===== src/rtl/ctl3w_pkg.sv =====
package ctl3w_pkg;
    typedef enum logic [2:0] {
        ST_IDLE  = 3'd0,
        ST_ADDR  = 3'd1,
        ST_WRITE = 3'd2,
        ST_READ  = 3'd3,
        ST_SKIP  = 3'd4
    } st_t;

    // Bit positions that neighbouring logic decodes
    localparam int XTAL_BIT = 19;  // bank A: crystal select, 1 after reset
    localparam int SEL_LSB  = 0;   // bank B: 3-bit data-out selector
    localparam int DIR1_BIT = 3;   // bank B: IO1 direction, 1 = output
    localparam int DIR2_BIT = 4;   // bank B: IO2 direction, 1 = output
endpackage


===== src/rtl/ctl3w_sync.sv =====
module ctl3w_sync #(
    parameter int W = 3
) (
    input  logic         clk,
    input  logic         rst_n,
    input  logic [W-1:0] d,
    output logic [W-1:0] lvl,
    output logic [W-1:0] rise,
    output logic [W-1:0] fall
);
    for (genvar i = 0; i < W; i++) begin : g_line
        logic s1, s2, s3;
        always_ff @(posedge clk or negedge rst_n) begin
            if (!rst_n) begin
                s1 <= 1'b0;
                s2 <= 1'b0;
                s3 <= 1'b0;
            end else begin
                s1 <= d[i];
                s2 <= s1;
                s3 <= s2;
            end
        end
        assign lvl[i]  = s2;
        assign rise[i] = s2 & ~s3;
        assign fall[i] = ~s2 & s3;
    end
endmodule


===== src/rtl/ctl3w_dout_sel.sv =====
module ctl3w_dout_sel (
    input  logic [2:0] sel,
    input  logic       dir1,
    input  logic       dir2,
    input  logic       unlock,
    input  logic       cnt_done,
    input  logic       pin1,
    input  logic       pin2,
    output logic       low
);
    always_comb begin
        case (sel)
            3'b001:  low = unlock;
            3'b010:  low = cnt_done;
            3'b101:  low = ~dir1 & ~pin1;
            3'b110:  low = ~dir2 & ~pin2;
            default: low = 1'b0;
        endcase
    end
endmodule


===== src/rtl/ctl3w_slave.sv =====
module ctl3w_slave #(
    parameter int BANK_W = 24,
    parameter int ADDR_W = 8,
    parameter int CNT_W  = 20,
    parameter logic [ADDR_W-1:0] ADDR_A = 'h28,
    parameter logic [ADDR_W-1:0] ADDR_B = 'h29,
    parameter logic [ADDR_W-1:0] ADDR_R = 'h2A
) (
    input  logic              clk,
    input  logic              rst_n,
    input  logic              ce_i,
    input  logic              sck_i,
    input  logic              sdi_i,
    input  logic              unlock_i,
    input  logic              cnt_done_i,
    input  logic              io1_pin_i,
    input  logic              io2_pin_i,
    input  logic [CNT_W-1:0]  cnt_val_i,
    output logic [BANK_W-1:0] bank_a_o,
    output logic [BANK_W-1:0] bank_b_o,
    output logic              do_low_o
);
    import ctl3w_pkg::*;

    localparam int ACW  = (ADDR_W > 1) ? $clog2(ADDR_W) : 1;
    localparam int DCW  = $clog2(BANK_W + 1);
    localparam int RD_W = 3 + CNT_W;
    localparam logic [BANK_W-1:0] BANK_A_RST = {{(BANK_W-1){1'b0}}, 1'b1} << XTAL_BIT;
    localparam logic [BANK_W-1:0] BANK_B_RST = '0;

    st_t st, st_nx;

    logic [2:0] ln_lvl, ln_rise, ln_fall;
    logic ce_rise, ce_fall, sck_rise, sdi_lvl;

    logic [ADDR_W-1:0] addr_sr, addr_full;
    logic [ACW-1:0]    acnt;
    logic [BANK_W-1:0] data_sr;
    logic [DCW-1:0]    dcnt;
    logic [RD_W-1:0]   rd_sr;
    logic              bank_sel_b;
    logic              addr_done;
    logic              mux_low;

    ctl3w_sync #(.W(3)) u_sync (
        .clk  (clk),
        .rst_n(rst_n),
        .d    ({sdi_i, sck_i, ce_i}),
        .lvl  (ln_lvl),
        .rise (ln_rise),
        .fall (ln_fall)
    );

    assign ce_rise  = ln_rise[0];
    assign ce_fall  = ln_fall[0];
    assign sck_rise = ln_rise[1];
    assign sdi_lvl  = ln_lvl[2];

    assign addr_full = {sdi_lvl, addr_sr[ADDR_W-1:1]};
    assign addr_done = (st == ST_ADDR) && !ce_fall && sck_rise
                       && (acnt == ACW'(ADDR_W - 1));

    ctl3w_dout_sel u_dsel (
        .sel     (bank_b_o[SEL_LSB +: 3]),
        .dir1    (bank_b_o[DIR1_BIT]),
        .dir2    (bank_b_o[DIR2_BIT]),
        .unlock  (unlock_i),
        .cnt_done(cnt_done_i),
        .pin1    (io1_pin_i),
        .pin2    (io2_pin_i),
        .low     (mux_low)
    );

    // State register
    always_ff @(posedge clk or negedge rst_n) begin
        if (!rst_n) st <= ST_IDLE;
        else        st <= st_nx;
    end

    // Next-state logic
    always_comb begin
        st_nx = st;
        unique case (st)
            ST_IDLE: if (ce_rise) st_nx = ST_ADDR;
            ST_ADDR: begin
                if (ce_fall) st_nx = ST_IDLE;
                else if (addr_done) begin
                    if (addr_full == ADDR_A || addr_full == ADDR_B) st_nx = ST_WRITE;
                    else if (addr_full == ADDR_R)                   st_nx = ST_READ;
                    else                                            st_nx = ST_SKIP;
                end
            end
            ST_WRITE, ST_READ, ST_SKIP: if (ce_fall) st_nx = ST_IDLE;
            default: st_nx = ST_IDLE;
        endcase
    end

    // Shift registers, counters and latch banks
    always_ff @(posedge clk or negedge rst_n) begin
        if (!rst_n) begin
            addr_sr    <= '0;
            acnt       <= '0;
            data_sr    <= '0;
            dcnt       <= '0;
            rd_sr      <= '1;
            bank_sel_b <= 1'b0;
            bank_a_o   <= BANK_A_RST;
            bank_b_o   <= BANK_B_RST;
        end else begin
            unique case (st)
                ST_IDLE: begin
                    acnt <= '0;
                    dcnt <= '0;
                end
                ST_ADDR: begin
                    if (sck_rise && !ce_fall) begin
                        addr_sr <= addr_full;
                        acnt    <= acnt + 1'b1;
                    end
                    if (addr_done) begin
                        bank_sel_b <= (addr_full == ADDR_B);
                        if (addr_full == ADDR_R)
                            rd_sr <= {io1_pin_i, io2_pin_i, ~unlock_i, cnt_val_i};
                    end
                end
                ST_WRITE: begin
                    if (ce_fall) begin
                        if (dcnt == DCW'(BANK_W)) begin
                            if (bank_sel_b) bank_b_o <= data_sr;
                            else            bank_a_o <= data_sr;
                        end
                    end else if (sck_rise && dcnt < DCW'(BANK_W)) begin
                        data_sr <= {sdi_lvl, data_sr[BANK_W-1:1]};
                        dcnt    <= dcnt + 1'b1;
                    end
                end
                ST_READ: begin
                    if (sck_rise && !ce_fall) rd_sr <= {rd_sr[RD_W-2:0], 1'b1};
                end
                ST_SKIP: ;
                default: ;
            endcase
        end
    end

    // Output register
    always_ff @(posedge clk or negedge rst_n) begin
        if (!rst_n) do_low_o <= 1'b0;
        else begin
            unique case (st)
                ST_IDLE: do_low_o <= mux_low;
                ST_READ: do_low_o <= ~rd_sr[RD_W-1];
                default: do_low_o <= 1'b0;
            endcase
        end
    end
endmodule


===== config.mk =====
export PLATFORM = sky130hd
export DESIGN_NAME = ctl3w_slave
export DESIGN_NICKNAME = d
export VERILOG_FILES = /design/src/rtl/ctl3w_pkg.sv /design/src/rtl/ctl3w_sync.sv /design/src/rtl/ctl3w_dout_sel.sv /design/src/rtl/ctl3w_slave.sv
export SDC_FILE = /design/constraint.sdc
export NUM_CORES = 1
export LEC_CHECK = 0
export ABC_CLOCK_PERIOD_IN_PS = 4000
export BUFFER_PORTS_ARGS = -buffer_cell sky130_fd_sc_hd__buf_2
export CAP_MARGIN = 15
export CORE_ASPECT_RATIO = 0.6
export CORE_MARGIN = 4
export CORE_UTILIZATION = 60
export DETAILED_ROUTE_END_ITERATION = 8
export GPL_TIMING_DRIVEN = 0
export PLACE_DENSITY_LB_ADDON = 0.12
export SLEW_MARGIN = 20
export SYNTH_ARGS = -nofsm -noshare
export SYNTH_HDL_FRONTEND = slang
export SYNTH_SLANG_ARGS = --single-unit

===== constraint.sdc =====
create_clock -name clk -period 4 [get_ports clk]
set_clock_uncertainty 0.2 [all_clocks]
set_input_delay 0.4 -clock clk [delete_from_list [all_inputs] [get_ports clk]]
set_output_delay 0.4 -clock clk [all_outputs]
set_load 0.01 [all_outputs]

# ---- Word-level counts from Yosys, hierarchy flattened
# Cells that the tools add are included.
# Widths: inputs -> output; s select.
dict set report op_classes {
  magnitude_cmp 1
  n_reduce_logical 21
  bitwise 16
  shift 0
  multipliers 0
  n_div 0
  n_eq_ne 22
  addsub 2
  mux 18
}
# operator count
set op_table {}
lappend op_table {{$mux 23} 3}
lappend op_table {{$pmux 23 s2} 1}
lappend op_table {{$eq 8x6->1 const B} 3}
lappend op_table {{$mux 3} 7}
lappend op_table {{$eq 3x3->1 const B} 4}
lappend op_table {{$ne 2x2->1 const B} 6}
lappend op_table {{$reduce_and 4->1} 3}
lappend op_table {{$not 1->1} 11}
lappend op_table {{$mux 5} 2}
lappend op_table {{$pmux 5 s2} 1}
lappend op_table {{$eq 3x2->1 const B} 3}
lappend op_table {{$pmux 3 s3} 1}
lappend op_table {{$reduce_and 3->1} 3}
lappend op_table {{$eq 3x1->1 const B} 2}
lappend op_table {{$pmux 3 s2} 1}
lappend op_table {{$reduce_and 2->1} 3}
lappend op_table {{$reduce_bool 2->1} 3}
lappend op_table {{$add 5x1->5 const B} 1}
lappend op_table {{$and 1x1->1} 5}
lappend op_table {{$eq 5x5->1 const B} 1}
lappend op_table {{$logic_and 1x1->1} 5}
lappend op_table {{$lt 5x5->1 const B} 1}
lappend op_table {{$ne 2x1->1 const B} 2}
lappend op_table {{$pmux 1 s4} 1}
lappend op_table {{other kinds (7)} 7}
dict set report word_totals {
  mem_bits_ro 0
  output_inout_bits 49
  latchBits 0
  input_bits 29
  elab_cells 98
  register_bits 124
  ramBits 0
  memories 0
}

# ---- Depth between registers and ports, before layout
dict set report logic_depth {
  depth_word 9
  depth_mapped 7
  ltp_nobuf 5
}

# ---- By module
# From an unflattened synthesis, not the netlist that was laid out.
dict set report hier_totals {
  cells_unflattened 365
  hier_area_um2 5441.5
}
# module area_each_um2 seq_area_each_um2 n_inst cells_per_inst
set by_module_without_submodules {}
lappend by_module_without_submodules {ctl3w_slave 5082.4 2907.8 1 337}
lappend by_module_without_submodules {ctl3w_sync 285.3 225.2 1 18}
lappend by_module_without_submodules {ctl3w_dout_sel 73.8 0.0 1 10}

# ---- Worst setup path before layout
# No wires, ideal clock.
dict set report synth_path {
  path_kind {reg2reg}
  startpoint {register st[0]}
  endpoint {register bank_a_o[0]}
  t_required_ps 3675
  synth_period_minus_slack_ps 2206
  path_stages_with_launch 5
  path_slack_ps 1794
  n_path_buf 1
  t_arrival_ps 1881
  setup_ps 125
  path_cell_list {dfrtp_1 > or3b_1 > nor4_2 > buf_2 > mux2_2}
}
dict set report synth_via {
  elab_chain_len 2
}
# element line_no
set synth_rtl {}
lappend synth_rtl {{from (decl)} ctl3w_slave.sv:31} ;# st_t st, st_nx;
lappend synth_rtl {{from (signal assigned)} ctl3w_slave.sv:77} ;# else st <= st_nx;
lappend synth_rtl {{$eq 3x2->1} ctl3w_slave.sv:110} ;# unique case (st)
lappend synth_rtl {{$reduce_and 4->1 (no source line)} --}
lappend synth_rtl {{to (signal assigned)} ctl3w_slave.sv:130} ;# else bank_a_o <= data_sr;
lappend synth_rtl {{to (decl)} ctl3w_slave.sv:19} ;# output logic [BANK_W-1:0] bank_a_o,
# Every way passes these cells.
# A chain may end at the register's enable or synchronous reset.

# ---- Worst setup path in the final report
dict set report layout_path {
  startpoint {register st[1]}
  endpoint {register bank_a_o[9]}
}
# Same word-level chain as after synthesis.

==> run metrics <==
post-synthesis cell area=5120 µm²; fin crit share=0.663; I/O pin count=78; final setup TNS=0 ns; first-pass GRT wire length=16700 µm; synth-to-layout area growth=21.7%; TritonCTS sink count=123; CTS HTree Levels=4; # port buffers=77; CTS tree=yes; post-route ant nets=0; Critical Path RT=4.08 ns; commonest non-fill, non-tap cell in the layout=mux2_2; critical path data arrival time=2.73 ns; GRT overflow=0; Worst-Skew Late Latency=0.40 ns; Non-Filler Instances=565; Starting Density=0.632; Worst Tran Pin Value=0.763 ns; Final setup viols=0; mean post-synth cell area=14.9 µm²; Post-CTS Resized=0; Ys Warns=0; status=finished clean; placeable core area=8100 µm²; Num CTS Buffers=17; largest fanout on the critical path=10; Post-synth ARST share=1.00; Critical Path Start Type=flop; Vias per Instance=5.43; Die ar.=10100 µm²; post-DP HPWL=6580 µm; Crit Path Category=flop to flop; gp weighted congestion=0.781; first drt pass iteration count=4; layout net count=477; count of pins over their slew limit=0; Hold Fails Final Rpt=0; Synth Flop Type=dfrtp_1; Antenna diodes=0; total wire length=9840 µm; PwrDens=442 nW/µm²; Worst-path clk slew=0.05 ns; vias in the first global route=3213; leakage power=3.17 nW; Worst Setup End Kind=flop; RSZ-0062 raised after global routing=no; Row Count=25; Root Buffer=clkbuf_16; register area share after synthesis=0.607; Worst slew margin=0.487; 1st-iter DRT viols=206; post-synthesis register bit count=123; most frequent cells in the layout=mux2_2 (120), dfrtp_1 (99), buf_2 (83), dfstp_2 (24), clkbuf_16 (17); die width=127 µm; largest net degree at the start of global routing=64; Synthesized Nets=376; FMAX=377 MHz; DRC viols=0; drt wl/cell=17.4 µm; initial antenna violation count=0; fin crit period=2.65 ns; Total Routing Usage GR=0.215; Post-synth EDFFs=0; Cells after Synth=343; Max Root-Sink Buffers=2; max-cap violation count=0; Die Span Y=79.6 µm; Max IR drop VDD=0.000367 V; via count=3068; share of layout cells above drive strength 1=0.584; worst hold path class=input pin to flop; distinct cell type count after synthesis=40; placed cells=529
[stage by stage]
step | hold slack (ns) | worst slack, ns | util | total power, mW | cell area, µm²
final | 0.137 | 1.35 | 0.770 | 2.76 | 6230
after global placement | 0.133 | 0.887 | 0.697 | 1.44 | 5640
after detailed placement | 0.139 | 1.35 | 0.701 | 1.45 | 5680
after global routing | 0.153 | 1.23 | 0.770 | 2.88 | 6230
after floorplan | -0.0956 | 1.79 | - | 1.39 | 5120
after CTS | 0.131 | 1.33 | 0.770 | 2.78 | 6230
[cell usage after synthesis, types with 3 or more instances]
master / n / area share
buf_4: 3 / 0.0044
nor2b_1: 4 / 0.0049
nor2_1: 5 / 0.0037
nand2b_1: 4 / 0.0049
dfrtp_1: 99 / 0.48
nand4b_1: 3 / 0.0051
nand3_1: 8 / 0.0078
a21oi_1: 3 / 0.0029
buf_2: 7 / 0.0068
nor3_1: 4 / 0.0039
mux2_2: 120 / 0.26
inv_1: 8 / 0.0059
or3_1: 3 / 0.0037
or4_1: 3 / 0.0044
buf_6: 4 / 0.0088
ha_1: 4 / 0.0098
o21ai_0: 7 / 0.0068
clkbuf_1: 5 / 0.0037
nand2_1: 3 / 0.0022
dfstp_2: 24 / 0.12
[critical path, stage by stage, from the launching register on]
cell	delay [ns]
dfrtp_1	0.33
buf_4	0.15
or3b_1	0.41
nor4_2	0.66
buf_2	0.40
mux2_2	0.38
[per-layer routing]
layer,vias up,routed length (µm),track usage
met4,0,84,0.0771
met2,65,4610,0.327
met5,-,0,0
met1,1551,4670,0.300
met3,9,483,0.0615
li1,1443,-,-
[logic make-up (layout without fill, tap and decap cells)]
logic type	count (synthesis)	count (layout)	synth area share
multiplexers	123	123	0.270
adder cells (fa/ha/maj)	4	4	0.00977
buffers and inverters	27	141	0.0296
AND/OR/NAND/NOR	44	44	0.0535
AO/OA/AOI/OAI	22	22	0.0303
flip-flops	123	123	0.607
[final cells by class]
class	count	area (µm²)
flip-flops and latches	123	3110
fillers	502	1870
multi-input cells	193	1860
clock buffers	23	468
repair buffers	82	459
well taps	108	135
plain buffers	19	121
clock inverters	9	50.0
inverters	8	30.0
[path summary, 6_finish.rpt]
kind / from / endpoint / slack (ns) / cells past startpoint
max: st[1]$_DFFE_PN0P_ / bank_a_o[9]$_DFFE_PN0P_ / 1.35 / 5
min: cnt_val_i[0] / rd_sr[0]$_DFFE_PN1P_ / 0.14 / 3
max reg2reg: st[1]$_DFFE_PN0P_ / bank_a_o[9]$_DFFE_PN0P_ / 1.35 / 5
min reg2reg: u_sync.g_line[1].s1$_DFF_PN0_ / u_sync.g_line[1].s2$_DFF_PN0_ / 0.14 / 0
max in group asynchronous: rst_n / rd_sr[22]$_DFFE_PN1P_ / 2.52 / 3
min in group asynchronous: rst_n / data_sr[15]$_DFFE_PN0P_ / 0.36 / 2
[state kept, by name, summed over array words and instances, names as in the netlist, 3 cells and up]
| register | count |
|---|---|
| bank_a_o | 24 |
| bank_b_o | 24 |
| data_sr | 24 |
| rd_sr | 23 |
| addr_sr | 7 |
| dcnt | 5 |
| acnt | 3 |
| st | 3 |
| u_sync.g_line.s1 | 3 |
| u_sync.g_line.s2 | 3 |
[report_power, final]
group	internal, mW	switching [mW]	total (mW)
clock network	0.814	0.508	1.32
registers	1.28	0.0271	1.31
logic	0.0623	0.0601	0.122
total	2.16	0.595	2.76
[what timing repair did]
| action | in CTS | in global routing |
|---|---|---|
| setup buffers | 0 | 0 |
| endpoints found under the hold margin | 44 | 0 |
| hold buffers | 4 | 0 |
Note: power is estimated with default switching activity, not from simulation.
